File: config.mk
export PLATFORM = sky130hd
export DESIGN_NAME = quad_perm_addr_gen
export DESIGN_NICKNAME = d
export VERILOG_FILES = /design/src/rtl/qpa_pkg.sv /design/src/rtl/qpa_mod_add.sv /design/src/rtl/qpa_recur_core.sv /design/src/rtl/qpa_seq_ctrl.sv /design/src/rtl/quad_perm_addr_gen.sv
export SDC_FILE = /design/constraint.sdc
export NUM_CORES = 1
export LEC_CHECK = 0
export ABC_AREA = 0
export ABC_CLOCK_PERIOD_IN_PS = 3940
export BUFFER_PORTS_ARGS = -buffer_cell sky130_fd_sc_hd__buf_2
export CAP_MARGIN = 10
export CORE_MARGIN = 4
export CORE_UTILIZATION = 55
export CTS_BUF_LIST = sky130_fd_sc_hd__clkbuf_16
export DETAILED_ROUTE_END_ITERATION = 16
export PLACE_DENSITY_LB_ADDON = 0.3
export SLEW_MARGIN = 20
export SYNTH_ARGS = -nofsm -noshare
export SYNTH_HDL_FRONTEND = slang
export SYNTH_SLANG_ARGS = --single-unit
File: constraint.sdc
create_clock -name clk -period 3.94 [get_ports clk]
set_input_delay 0.197 -clock clk [delete_from_list [all_inputs] [get_ports clk]]
set_output_delay 0.197 -clock clk [all_outputs]
set_load 0.01 [all_outputs]
File: src/rtl/qpa_pkg.sv
package qpa_pkg;
  localparam int unsigned QPA_AW_DEF = 13;

  typedef enum logic {
    QPA_IDLE = 1'b0,
    QPA_RUN  = 1'b1
  } qpa_state_e;
endpackage

File: src/rtl/qpa_mod_add.sv
module qpa_mod_add #(
  parameter int unsigned W = 13
) (
  input  logic [W-1:0] i_a,
  input  logic [W-1:0] i_b,
  input  logic [W-1:0] i_m,
  output logic [W-1:0] o_y
);
  logic [W:0]   sum;
  logic [W-1:0] diff;
  logic         wrap;

  // Operands are below the modulus, so one subtraction is enough.
  assign sum  = {1'b0, i_a} + {1'b0, i_b};
  assign wrap = (sum >= {1'b0, i_m});
  assign diff = sum[W-1:0] - i_m;
  assign o_y  = wrap ? diff : sum[W-1:0];
endmodule

File: src/rtl/qpa_recur_core.sv
module qpa_recur_core #(
  parameter int unsigned AW = 13
) (
  input  logic          clk,
  input  logic          rst_n,
  input  logic          i_load,
  input  logic          i_adv,
  input  logic [AW-1:0] i_f1,
  input  logic [AW-1:0] i_f2,
  input  logic [AW-1:0] i_mod,
  output logic [AW-1:0] o_pi
);
  logic [AW-1:0] mod_q, pi_q, diff_q, step_q;
  logic [AW-1:0] diff_init, step_init, pi_next, diff_next;

  // Initial first difference: pi(1) - pi(0) = f1 + f2
  qpa_mod_add #(.W(AW)) u_diff_init (
    .i_a(i_f1), .i_b(i_f2), .i_m(i_mod), .o_y(diff_init)
  );
  // Constant second difference: 2*f2
  qpa_mod_add #(.W(AW)) u_step_init (
    .i_a(i_f2), .i_b(i_f2), .i_m(i_mod), .o_y(step_init)
  );
  qpa_mod_add #(.W(AW)) u_pi_next (
    .i_a(pi_q), .i_b(diff_q), .i_m(mod_q), .o_y(pi_next)
  );
  qpa_mod_add #(.W(AW)) u_diff_next (
    .i_a(diff_q), .i_b(step_q), .i_m(mod_q), .o_y(diff_next)
  );

  always_ff @(posedge clk) begin
    if (!rst_n) begin
      mod_q  <= '0;
      pi_q   <= '0;
      diff_q <= '0;
      step_q <= '0;
    end else if (i_load) begin
      mod_q  <= i_mod;
      pi_q   <= '0;
      diff_q <= diff_init;
      step_q <= step_init;
    end else if (i_adv) begin
      pi_q   <= pi_next;
      diff_q <= diff_next;
    end
  end

  assign o_pi = pi_q;

  AST_ADDR_IN_RANGE: assert property (@(posedge clk) disable iff (!rst_n)
    (mod_q != '0) |-> (pi_q < mod_q));
  AST_DIFF_IN_RANGE: assert property (@(posedge clk) disable iff (!rst_n)
    (mod_q != '0) |-> (diff_q < mod_q));
  AST_ZERO_ON_LOAD: assert property (@(posedge clk) disable iff (!rst_n)
    i_load |=> (o_pi == '0));
  AST_ADDR_HOLD: assert property (@(posedge clk) disable iff (!rst_n)
    (!i_adv && !i_load) |=> $stable(o_pi));
endmodule

File: src/rtl/qpa_seq_ctrl.sv
module qpa_seq_ctrl
  import qpa_pkg::*;
#(
  parameter int unsigned AW = 13
) (
  input  logic          clk,
  input  logic          rst_n,
  input  logic          i_start,
  input  logic          i_ready,
  input  logic [AW-1:0] i_mod,
  output logic          o_valid,
  output logic [AW-1:0] o_index,
  output logic          o_last,
  output logic          o_load,
  output logic          o_adv
);
  qpa_state_e    state_q;
  logic [AW-1:0] idx_q, lim_q;
  logic          xfer;

  assign xfer    = (state_q == QPA_RUN) && i_ready;
  assign o_load  = i_start;
  assign o_adv   = xfer && !i_start;
  assign o_valid = (state_q == QPA_RUN);
  assign o_index = idx_q;
  assign o_last  = o_valid && (idx_q == lim_q);

  always_ff @(posedge clk) begin
    if (!rst_n) begin
      state_q <= QPA_IDLE;
      idx_q   <= '0;
      lim_q   <= '0;
    end else if (i_start) begin
      state_q <= QPA_RUN;
      idx_q   <= '0;
      lim_q   <= i_mod - 1'b1;
    end else if (xfer) begin
      if (idx_q == lim_q) begin
        state_q <= QPA_IDLE;
      end else begin
        idx_q <= idx_q + 1'b1;
      end
    end
  end

  AST_FIRST_BEAT: assert property (@(posedge clk) disable iff (!rst_n)
    i_start |=> (o_valid && o_index == '0));
  AST_STALL_HOLD: assert property (@(posedge clk) disable iff (!rst_n)
    (o_valid && !i_ready && !i_start) |=> (o_valid && $stable(o_index) && $stable(o_last)));
  AST_DONE_DROP: assert property (@(posedge clk) disable iff (!rst_n)
    (o_valid && i_ready && o_last && !i_start) |=> !o_valid);
  AST_NO_EARLY_DROP: assert property (@(posedge clk) disable iff (!rst_n)
    (o_valid && !o_last) |=> o_valid);
  AST_IDLE_STAYS: assert property (@(posedge clk) disable iff (!rst_n)
    (!o_valid && !i_start) |=> !o_valid);
endmodule

File: src/rtl/quad_perm_addr_gen.sv
module quad_perm_addr_gen
  import qpa_pkg::*;
#(
  parameter int unsigned AW = QPA_AW_DEF
) (
  input  logic          clk,
  input  logic          rst_n,
  input  logic          i_start,
  input  logic [AW-1:0] i_coef_lin,
  input  logic [AW-1:0] i_coef_quad,
  input  logic [AW-1:0] i_modulus,
  output logic          o_valid,
  input  logic          i_ready,
  output logic [AW-1:0] o_addr,
  output logic [AW-1:0] o_index,
  output logic          o_last
);
  logic load, adv;

  qpa_seq_ctrl #(.AW(AW)) u_ctrl (
    .clk     (clk),
    .rst_n   (rst_n),
    .i_start (i_start),
    .i_ready (i_ready),
    .i_mod   (i_modulus),
    .o_valid (o_valid),
    .o_index (o_index),
    .o_last  (o_last),
    .o_load  (load),
    .o_adv   (adv)
  );

  qpa_recur_core #(.AW(AW)) u_core (
    .clk    (clk),
    .rst_n  (rst_n),
    .i_load (load),
    .i_adv  (adv),
    .i_f1   (i_coef_lin),
    .i_f2   (i_coef_quad),
    .i_mod  (i_modulus),
    .o_pi   (o_addr)
  );

  AST_RESET_IDLE: assert property (@(posedge clk)
    !rst_n |=> !o_valid);
  AST_STALL_ADDR: assert property (@(posedge clk) disable iff (!rst_n)
    (o_valid && !i_ready && !i_start) |=> $stable(o_addr));
endmodule

==> impl_metrics.json <==
{
  "drt_iter0_markers": 575,
  "rows": 42,
  "hold_depth": 3,
  "clock_power_share": 0.183,
  "rr_endpoint": "u_core.diff_q[7]",
  "crit_path_max_fanout": 6,
  "route.final.wire_length_um": 23300,
  "die_height_um": 126,
  "sequentialPowerShare": 0.191,
  "cts_buffer_depth": 2,
  "clkLatencyLatePin_ns": 0.34,
  "clock_skew_ns": 0.00777,
  "nNetsFinal": 1227,
  "powerDensity_nw_per_um2": 527,
  "share_of_the_yosys_chip_area_belonging_to_registers": 0.206,
  "switching_power_mw": 2.03,
  "criticalPathCategory": "reg2reg",
  "grt_start_max_net_pins": 38,
  "depth_of_the_cts_h_tree": 3,
  "synth_largest_type_area_fraction": 0.206,
  "worst_slew_pin_slew_ns": 0.826,
  "mappedNetlistNets": 1104,
  "layout-area-overhead-vs-synth_pct": 20.1,
  "setup_repair_after_global_routing_missed_its_margin": "true",
  "postSynthAreaPerCell_um2": 8.01,
  "internal_power_mw": 2.83,
  "post-dp-hpwl_um": 18200,
  "worst-r2r-cell-count": 18,
  "cp_data_required_time_ns": 4.13,
  "clock_slew_at_the_register_clock_pins_of_the_worst_setup_and_hold_paths_ns": 0.07,
  "initial_core_util": 0.572,
  "clock_tree.root_cell": "clkbuf_16",
  "swShare": 0.418,
  "gate_count_post_synth": 961,
  "ir_worst_vdd_mv": 0.265,
  "ioPinCount": 71,
  "critical_path_arrival_ns": 4.14,
  "async_flop_share": 0,
  "final_gp_congestion": 0.987,
  "antenna_cells_inserted": 0,
  "placed_cells": 1234,
  "post-synth-top-area-cell": "dfxtp_1",
  "max_slew_violation_count": 0,
  "setup_viol": 1,
  "post_drt_via_cell_ratio": 6.13,
  "hold_viol": 0,
  "cp-start-kind": "flop",
  "final_layout_size_suffix_gt1_frac": 0.200,
  "synth_ff_type": "dfxtp_1",
  "power.leakage_nw": 4.32,
  "layout.cells.non_filler": 1265,
  "worst_hold_startpoint": "i_modulus[12]",
  "min_path_type": "in2reg",
  "cts_buffer_count": 9,
  "main_area_contributors_after_synthesis": "dfxtp_1 21%, ha_1 15%, xnor2_1 5.9%",
  "die_area_um2": 15900,
  "portBuffers": 70,
  "drc": 0,
  "crit-reg2reg-launch": "u_core.step_q[1]",
  "first_global_vias": 7275,
  "wire_per_inst_um": 18.4,
  "finalCriticalPeriod_ns": 3.94,
  "postRouteAntennaNets": 0,
  "maxSlewHeadroom": 0.448,
  "grt_pass1_wl_um": 36200,
  "pwr-share-comb": 0.626,
  "violations": "setup timing",
  "final.setup.worst_slack_ns": -0.00121,
  "synthesis.area_um2": 7690,
  "fillerInstances": 1120,
  "min_period_over_period": 1.00,
  "maximum_capacitance_violations": 0,
  "post_synth_num_cell_types": 65,
  "cts_tree": "done",
  "firstDrtPassIters": 5,
  "timing.fmax_ghz": 0.254,
  "critical_path_capture_point_type": "flop",
  "core_area_um2": 13500,
  "globalRouteTotalUtil": 0.278,
  "synth-edff-count": 0,
  "postLayoutCoreUtil": 0.687,
  "number_of_register_bits_inferred_by_synthesis": 79,
  "outcome": "complete, but fails checks",
  "fin_tns_setup_ns": -0.00121,
  "yosys_warnings": 0,
  "grt_overflow": 0,
  "initial_antenna_violation_count": 0,
  "die_span_x_um": 126,
  "cts_num_sinks": 79,
  "vias": 7758,
  "endpoint_with_the_worst_hold_slack": "u_core.mod_q[12]",
  "reg2reg_slack_ns": -0.001
}
[cell usage in the layout (no fill, tap or decap), types with 7 or more instances in the layout]
cell type  synthesis  routed
and3_1            11      11
o22ai_1            8       8
nor3_1            30      29
nand2b_1          11      11
nand2_1           59      59
o21bai_1           7       7
buf_2              1      70
a21oi_1           84      79
nand3_1           14      13
clkbuf_16          0      10
or3_1              9       9
mux2_2             7       7
a31oi_1           12      10
a21o_1            20      20
mux2i_1           41      40
a211oi_1          19      17
or2_2              8       8
buf_4              2      61
inv_1             59      57
nor2_1            77      73
and2_1             9       9
o21a_1            13      13
o21ai_0           64      60
ha_1              93      86
o211ai_1           8       8
nor2b_1           12      10
xor2_1            43      43
dfxtp_1           79      77
xnor2_1           52      50
nand4_1           18      18
[state kept, by name, summed over array words and instances, names as in the netlist]
name / flops
u_core.diff_q: 13
u_core.mod_q: 13
u_core.o_pi: 13
u_core.step_q: 13
u_ctrl.lim_q: 13
u_ctrl.o_index: 13
u_ctrl.o_valid: 1
[routing by layer]
metal  wire length [um]  up-vias  global-route usage  share of wire
li1                   -     3757                   -              -
met1              10100     3641               0.370           0.44
met2              10700      297               0.464           0.46
met3               1380       63              0.0271          0.059
met4               1030        0               0.112          0.044
met5                  0        -                   0              0
[worst max-delay path, cell delays in order (launching register included)]
cell	delay, ns
dfxtp_1	0.32
buf_4	0.14
ha_1	0.27
a21o_1	0.21
a221oi_1	0.29
buf_4	0.19
a21oi_1	0.07
a31o_2	0.27
a31oi_4	0.21
ha_4	0.25
a21oi_2	0.11
o21ai_1	0.09
a2111o_1	0.40
nand3_2	0.11
nand4_4	0.19
buf_12	0.21
mux2_2	0.27
nor2_1	0.09
o22ai_1	0.10
[area by class of cell]
| cell class | count | area, um^2 | area share |
|---|---|---|---|
| Multi-Input combinational cell | 798 | 6010 | 0.650 |
| Tap cell | 176 | 220 | 0.0238 |
| Timing Repair Buffer | 137 | 898 | 0.0972 |
| Sequential cell | 79 | 1580 | 0.171 |
| Clock inverter | 7 | 86.3 | 0.00934 |
| Clock buffer | 9 | 225 | 0.0244 |
| Inverter | 59 | 221 | 0.0240 |
[metrics by stage]
stage | power [mW] | worst slack, ns | area (um^2) | hold WS, ns
after global routing | 5.15 | -0.142 | 9240 | 0.153
after detailed placement | 3.62 | -0.255 | 8570 | 0.466
after global placement | 3.59 | -0.132 | 8570 | 0.457
after CTS | 4.60 | -0.00264 | 8970 | 0.112
after floorplan | 2.87 | 0.0843 | 7690 | 0.344
final | 4.87 | -0.00121 | 9240 | 0.120
[worst max-delay path by stage]
| stage | startpoint | to | slack (ns) | cells after the start |
|---|---|---|---|---|
| final | u_core.step_q[1] | u_core.diff_q[7] | -0.001 | 18 |
| after floorplan | u_core.o_pi[0] | u_core.o_pi[6] | 0.08 | 17 |
| after CTS | u_core.diff_q[0] | u_core.o_pi[1] | -0.003 | 17 |
| after global placement | u_core.diff_q[0] | u_core.o_pi[11] | -0.13 | 18 |
| after global routing | u_core.diff_q[0] | u_core.o_pi[11] | -0.14 | 19 |
| after detailed placement | u_core.diff_q[0] | u_core.o_pi[1] | -0.26 | 18 |
[power by group through the flow]
stage | clock (mW) | combinational, mW | sequential, mW
3_3_place_gp | 0 | 2.65 | 0.940
3_5_place_dp | 0 | 2.68 | 0.942
6_report | 0.892 | 3.05 | 0.930
5_1_grt | 0.929 | 3.29 | 0.934
4_1_cts | 0.897 | 2.78 | 0.924
2_1_floorplan | 0 | 1.95 | 0.920
[cell usage after synthesis, drive strengths merged (3+ instances only)]
cell type / count
xnor2: 52
nand2: 59
mux2i: 41
or2: 8
a31oi: 12
a221oi: 3
nand4: 19
nand4b: 3
ha: 93
dfxtp: 79
nor2b: 12
o211a: 6
nand3: 14
a21oi: 85
o21a: 13
nor3: 30
o211ai: 8
xor2: 43
fa: 7
a211oi: 19
a2111oi: 3
nand2b: 11
a21o: 20
nor4: 7
inv: 59
mux2: 7
and2: 9
nor2: 77
o311ai: 5
or3: 9
clkbuf: 19
and3: 11
o31ai: 7
o21bai: 7
o22ai: 8
buf: 6
o21ai: 65
[repair_timing]
action                                  CTS  global route
hold buffers                              0             0
buffers inserted                          5            10
pin swaps                                17            38
gates resized for setup                  14            41
endpoints found under the setup margin   23            26
gates cloned                              0             1
[logic make-up (layout without fill, tap and decap cells)]
| logic type | count (synthesis) | in the layout | synth area share |
|---|---|---|---|
| simple gates | 273 | 273 | 0.173 |
| xor+xnor | 95 | 95 | 0.108 |
| compound gates | 282 | 282 | 0.237 |
| buf+inv | 84 | 212 | 0.0431 |
| mux | 48 | 48 | 0.0636 |
| fa+ha+maj | 100 | 100 | 0.169 |
| flops | 79 | 79 | 0.206 |
Power figures use the tool's default switching activity.
